--- config.mk ---
export PLATFORM = sky130hd
export DESIGN_NAME = cp_mode_seq
export DESIGN_NICKNAME = d
export VERILOG_FILES = /design/src/rtl/cp_mode_pkg.sv /design/src/rtl/cp_dropout_qual.sv /design/src/rtl/cp_soft_ramp.sv /design/src/rtl/cp_mode_seq.sv
export SDC_FILE = /design/constraint.sdc
export NUM_CORES = 1
export LEC_CHECK = 0
export BUFFER_PORTS_ARGS = -buffer_cell sky130_fd_sc_hd__buf_2
export CAP_MARGIN = 10
export CORE_ASPECT_RATIO = 0.5
export CORE_MARGIN = 2
export CORE_UTILIZATION = 60
export CTS_BUF_LIST = sky130_fd_sc_hd__clkbuf_2
export DETAILED_ROUTE_END_ITERATION = 10
export PLACE_DENSITY_LB_ADDON = 0.1
export SLEW_MARGIN = 25
export SYNTH_ARGS = -nofsm -noshare
export SYNTH_HDL_FRONTEND = slang
export SYNTH_SLANG_ARGS = --single-unit
--- constraint.sdc ---
create_clock -name clk_i -period 1.7 [get_ports clk_i]
set_input_delay 0.34 -clock clk_i [delete_from_list [all_inputs] [get_ports clk_i]]
set_output_delay 0.34 -clock clk_i [all_outputs]
set_load 0.03 [all_outputs]
--- src/rtl/cp_mode_pkg.sv ---
package cp_mode_pkg;
  typedef logic [1:0] mode_t;
  localparam mode_t MODE_1X   = 2'd0;
  localparam mode_t MODE_1P5X = 2'd1;
  localparam mode_t MODE_2X   = 2'd2;
endpackage

--- src/rtl/cp_dropout_qual.sv ---
module cp_dropout_qual #(
  parameter int unsigned QUAL_CYCLES = 20000
) (
  input  logic clk_i,
  input  logic rst_ni,
  input  logic clr_i,
  input  logic drop_i,
  output logic hit_o
);
  localparam int unsigned CW = $clog2(QUAL_CYCLES + 1);
  localparam logic [CW-1:0] LAST = CW'(QUAL_CYCLES - 1);

  logic [CW-1:0] cnt_q;

  assign hit_o = drop_i && !clr_i && (cnt_q == LAST);

  always_ff @(posedge clk_i or negedge rst_ni) begin
    if (!rst_ni)                       cnt_q <= '0;
    else if (clr_i || !drop_i || hit_o) cnt_q <= '0;
    else                               cnt_q <= cnt_q + 1'b1;
  end

  // a qualified hit needs dropout already present on the previous edge
  a_r3_hit_needs_run: assert property (@(posedge clk_i) disable iff (!rst_ni)
    hit_o |-> $past(drop_i));
  // a low dropout restarts the window
  a_r3_restart: assert property (@(posedge clk_i) disable iff (!rst_ni)
    !drop_i |=> cnt_q == '0);
endmodule

--- src/rtl/cp_soft_ramp.sv ---
module cp_soft_ramp #(
  parameter int unsigned RAMP_W   = 6,
  parameter int unsigned RAMP_DIV = 117
) (
  input  logic              clk_i,
  input  logic              rst_ni,
  input  logic              clr_i,
  input  logic              run_i,
  output logic [RAMP_W-1:0] level_o
);
  localparam int unsigned PW = $clog2(RAMP_DIV + 1);
  localparam logic [PW-1:0] PLAST = PW'(RAMP_DIV - 1);
  localparam logic [RAMP_W-1:0] FULL = '1;

  logic [PW-1:0]     pre_q;
  logic [RAMP_W-1:0] lvl_q;

  always_ff @(posedge clk_i or negedge rst_ni) begin
    if (!rst_ni) begin
      pre_q <= '0;
      lvl_q <= '0;
    end else if (clr_i) begin
      pre_q <= '0;
      lvl_q <= '0;
    end else if (run_i && lvl_q != FULL) begin
      if (pre_q == PLAST) begin
        pre_q <= '0;
        lvl_q <= lvl_q + 1'b1;
      end else begin
        pre_q <= pre_q + 1'b1;
      end
    end
  end

  assign level_o = lvl_q;

  // saturation holds
  a_r4_ramp_sat: assert property (@(posedge clk_i) disable iff (!rst_ni)
    (!clr_i && lvl_q == FULL) |=> lvl_q == FULL);
  // ramp is linear, never jumps by more than one
  a_r4_ramp_unit: assert property (@(posedge clk_i) disable iff (!rst_ni)
    !clr_i |=> (lvl_q == $past(lvl_q) || lvl_q == RAMP_W'($past(lvl_q) + 1'b1)));
endmodule

--- src/rtl/cp_mode_seq.sv ---
module cp_mode_seq
  import cp_mode_pkg::*;
#(
  parameter int unsigned QUAL_CYCLES = 20000,
  parameter int unsigned RAMP_W      = 6,
  parameter int unsigned RAMP_DIV    = 117
) (
  input  logic              clk_i,
  input  logic              rst_ni,
  input  logic              dropout_i,
  input  logic              flash_en_i,
  input  logic              shdn_i,
  input  logic              therm_fault_i,
  input  logic              out_le_sup_i,
  output logic [1:0]        mode_o,
  output logic [RAMP_W-1:0] strength_o,
  output logic              pump_en_o,
  output logic              bypass_o,
  output logic              src_en_o
);
  mode_t mode_q;
  logic  flash_q, byp_ok_q;
  logic  flash_fall, back_1x, step, qual_clr, active;

  assign flash_fall = flash_q && !flash_en_i;
  assign back_1x    = shdn_i || flash_fall;
  assign active     = !shdn_i && !therm_fault_i;
  assign qual_clr   = back_1x || therm_fault_i || (mode_q == MODE_2X);

  cp_dropout_qual #(.QUAL_CYCLES(QUAL_CYCLES)) u_qual (
    .clk_i  (clk_i),
    .rst_ni (rst_ni),
    .clr_i  (qual_clr),
    .drop_i (dropout_i),
    .hit_o  (step)
  );

  always_ff @(posedge clk_i or negedge rst_ni) begin
    if (!rst_ni) begin
      flash_q <= 1'b0;
      mode_q  <= MODE_1X;
    end else begin
      flash_q <= flash_en_i;
      if (back_1x)   mode_q <= MODE_1X;
      else if (step) mode_q <= (mode_q == MODE_1X) ? MODE_1P5X : MODE_2X;
    end
  end

  // bypass held off until the output has decayed to the supply
  always_ff @(posedge clk_i or negedge rst_ni) begin
    if (!rst_ni)                                   byp_ok_q <= 1'b0;
    else if (shdn_i || step || mode_q != MODE_1X)   byp_ok_q <= 1'b0;
    else if (out_le_sup_i)                          byp_ok_q <= 1'b1;
  end

  cp_soft_ramp #(.RAMP_W(RAMP_W), .RAMP_DIV(RAMP_DIV)) u_ramp (
    .clk_i   (clk_i),
    .rst_ni  (rst_ni),
    .clr_i   (back_1x || step || therm_fault_i),
    .run_i   (mode_q != MODE_1X),
    .level_o (strength_o)
  );

  assign mode_o    = mode_q;
  assign src_en_o  = active;
  assign pump_en_o = active && (mode_q != MODE_1X);
  assign bypass_o  = active && (mode_q == MODE_1X) && byp_ok_q;

  // any change not caused by a reset is a single step up
  a_r2_single_step: assert property (@(posedge clk_i) disable iff (!rst_ni)
    (mode_q != $past(mode_q) && !$past(back_1x)) |-> mode_q == mode_t'($past(mode_q) + 2'd1));
  a_r2_legal_code: assert property (@(posedge clk_i) disable iff (!rst_ni)
    mode_q != 2'd3);
  // shutdown returns to 1x
  a_r5_shdn_1x: assert property (@(posedge clk_i) disable iff (!rst_ni)
    shdn_i |=> mode_q == MODE_1X);
  // flash enable falling edge returns to 1x
  a_r6_fall_1x: assert property (@(posedge clk_i) disable iff (!rst_ni)
    ($past(flash_en_i) && !flash_en_i) |=> mode_q == MODE_1X);
  // 2x is held until a reset to 1x
  a_r7_terminal: assert property (@(posedge clk_i) disable iff (!rst_ni)
    (mode_q == MODE_2X && !back_1x) |=> mode_q == MODE_2X);
  // bypass closes only after the comparator has reported in 1x
  a_r8_byp_gate: assert property (@(posedge clk_i) disable iff (!rst_ni)
    $rose(bypass_o) |-> ($past(out_le_sup_i) || $past(bypass_o) == 1'b0 && $past(byp_ok_q)));
  // thermal fault keeps the mode
  a_r9_fault_hold: assert property (@(posedge clk_i) disable iff (!rst_ni)
    (therm_fault_i && !back_1x) |=> $stable(mode_q));
endmodule

==> flow_summary.ini <==
[status]
status = completed

[sta]
drv_slew = 0
grt_setup_unrepaired = yes
setup_viol = 0
fin_crit_ns = 1.657
max_freq_mhz = 603.4
fin_skew_ns = 0.02282
period_share_pct = 97.49
max_slew_margin_pct = 53.82
hold_slack_ns = 0.08210
fin_ws_ns = 0.04263
finalSetupTns_ns = 0
tightest_slew_ns = 0.6927
hold_viol_final = 0

[synthesis]
syn-num-nets = 173
ys_seq_area_share_pct = 49.23
synth_area_leader_cell = dfrtp_1
async_flop_share_pct = 100.0
syn_area_mm2 = 0.001627
synthCells = 162
yosysWarnings = 0
synthFlopType = dfrtp_1
ys_types = 34
synth_common_cells = dfrtp_1, nor2_1, xor2_1
synth_edf_count = 0
synth_seq_cells = 32
yosysMostFrequentCell = dfrtp_1
postSynthAreaPerCell_um2 = 10.04
synth_area_leaders = dfrtp_1, xor2_1, nor2_1
yosys.area.top_type_share_pct = 49.23

[pwr]
swShare_pct = 24.00
p_sw_w = 0.0003279
total_power_w = 0.001366
power.density_mw_per_mm2 = 677.3
p_int_w = 0.001038
clock_power_share_pct = 38.7
combPwrFrac_pct = 5.1
ir_worst_vdd_mv = 0.7094
power.share.sequential_pct = 56.2
p_leak_nw = 0.8944

[routing]
vias = 1266
firstDrtPassIters = 3
wl_mm = 3.257
drt_iter0_markers = 42
antenna_left = 0
wire_per_inst_um = 13.80
viasPerCell = 5.364
drc = 0

[global_route]
grt_pass1_wl_mm = 4.843
track_usage_pct = 21.23
grt_overflow = 0
antenna_found_initial = 0
grt_pass1_vias = 1094
grt_max_degree = 33

[worst_setup_path]
rrSetupSlack_ns = 0.05
crit_required_ns = 1.36
r2r.worst_path.cells = 7
timing.rr.end = u_ramp.pre_q[6]$_DFFE_PN0P_
arrival_ns = 1.32
crit_fanout = 4
start_kind = flop
r2r-start = u_qual.cnt_q[1]$_DFF_PN0_
cp-endpoint = bypass_o
startpoint = mode_o[0]$_DFFE_PN0P_
crit_type = reg -> out
endpoint_kind = output pin

[floorplan]
core_area_mm2 = 0.002586
die-height_um = 40.82
die-area_mm2 = 0.003169
start_util_pct = 62.89
ios = 18
die-width_um = 77.64
row_count = 13

[clocking]
clk_path_buf_depth = 2
cts_root_buf = clkbuf_2
cts_inserted_buffers = 5
cts_tree = done
clk_pin_slew_worst_paths_ns = 0.17
htreeDepth = 2
clock_sinks = 32
clkLatencyLatePin_ns = 0.39

[flow_run]
cap_violations = 0

[place]
place_hpwl_mm = 2.068
pre_cts_ws_ns = 0.06142
numPortBuffers = 17
gp_congestion = 0.8470

[final_layout]
area_delta_synth_final_pct = 24.00
drive_gt1_share_pct = 31.66
antenna_cells = 0
fin_nets = 209

[hold_path]
hp-class = in -> reg
metal layers:
layer	up-vias	GRT usage (%)	wire (µm)	part of all wire [%]
li1	630	-	-	-
met1	625	24.44	1557	48
met2	9	39.66	1589	49
met3	2	7.269	86	2.6
met4	0	6.696	23	0.71
met5	-	0	0	0
power groups by stage:
stage          Clock, W  Combinational (W)  Sequential, W
3_5_place_dp          0          0.0000577       0.000781
4_1_cts        0.000535          0.0000611       0.000767
5_1_grt        0.000567          0.0000790       0.000769
6_report       0.000528          0.0000701       0.000768
2_1_floorplan         0          0.0000239       0.000781
3_3_place_gp          0          0.0000569       0.000781
through the flow:
step | utilization [%] | cells | instance area, µm²
global placement | 69.13 | 218 | 1788
floorplan | - | 162 | 1627
global route | 77.99 | 236 | 2017
CTS | 73.44 | 231 | 1899
finish | 77.99 | 236 | 2017
detailed placement | 69.13 | 218 | 1788
worst max-delay path: stages (launching register included):
cell	delay, ns
dfrtp_2	0.47
nor2_4	0.15
and3_4	0.19
buf_6	0.12
cells in the final DEF, fill, tap and decap left out, types with 2 or more instances in the layout:
cell	count
a21oi_1	4
mux2i_1	2
clkbuf_2	5
inv_1	5
and3_4	2
nor3_2	5
nand3_1	8
and3_1	7
nor2_1	25
dfrtp_1	31
nand4_1	4
buf_2	16
nand2_1	10
ha_1	3
xnor2_1	9
xor2_1	12
buf_4	10
buf_6	3
nor3_1	5
nor2_2	3
o21ai_0	4
cell type report:
cell class | count | area [µm²]
Multi-Input combinational cell | 123 | 863.3
Sequential cell | 32 | 802.0
Fill cell | 165 | 569.3
Timing Repair Buffer | 31 | 219.0
Tap cell | 37 | 46.29
Clock inverter | 3 | 42.54
Clock buffer | 5 | 25.02
Inverter | 5 | 18.77
cell families (layout without fill, tap and decap cells):
logic type	after synthesis	count (layout)	share of synthesized area, %
AO/OA/AOI/OAI	14	14	6.693
XOR/XNOR	21	21	11.31
adder cells (fa/ha/maj)	4	4	3.077
buffers and inverters	7	44	1.923
flip-flops	32	32	49.23
multiplexers	3	3	2.154
AND/OR/NAND/NOR	81	81	25.62
registers in the layout, summed over array words and instances (netlist names):
register        count
u_ramp.pre_q        7
flash_q             1
u_ramp.level_o      6
mode_o              2
byp_ok_q            1
u_qual.cnt_q       15
how the worst min path moves through the flow:
stage / from / endpoint / slack, ns / cells after the start
after floorplan: rst_ni / byp_ok_q$_DFFE_PN0P_ / 0.04 / 0
after global placement: rst_ni / u_qual.cnt_q[5]$_DFF_PN0_ / 0.42 / 1
after detailed placement: rst_ni / u_qual.cnt_q[3]$_DFF_PN0_ / 0.43 / 1
after CTS: flash_en_i / flash_q$_DFF_PN0_ / 0.07 / 1
after global routing: flash_en_i / flash_q$_DFF_PN0_ / 0.05 / 1
final: flash_en_i / flash_q$_DFF_PN0_ / 0.08 / 1
repair_timing:
action | in CTS | in global routing
hold endpoints to repair | 25 | 0
cloned | 0 | 1
pin swaps | 1 | 2
resized for setup | 2 | 20
setup endpoints to repair | 2 | 17
setup buffers | 4 | 4
hold buffers | 1 | 0
Note: power is estimated with default switching activity, not from simulation.
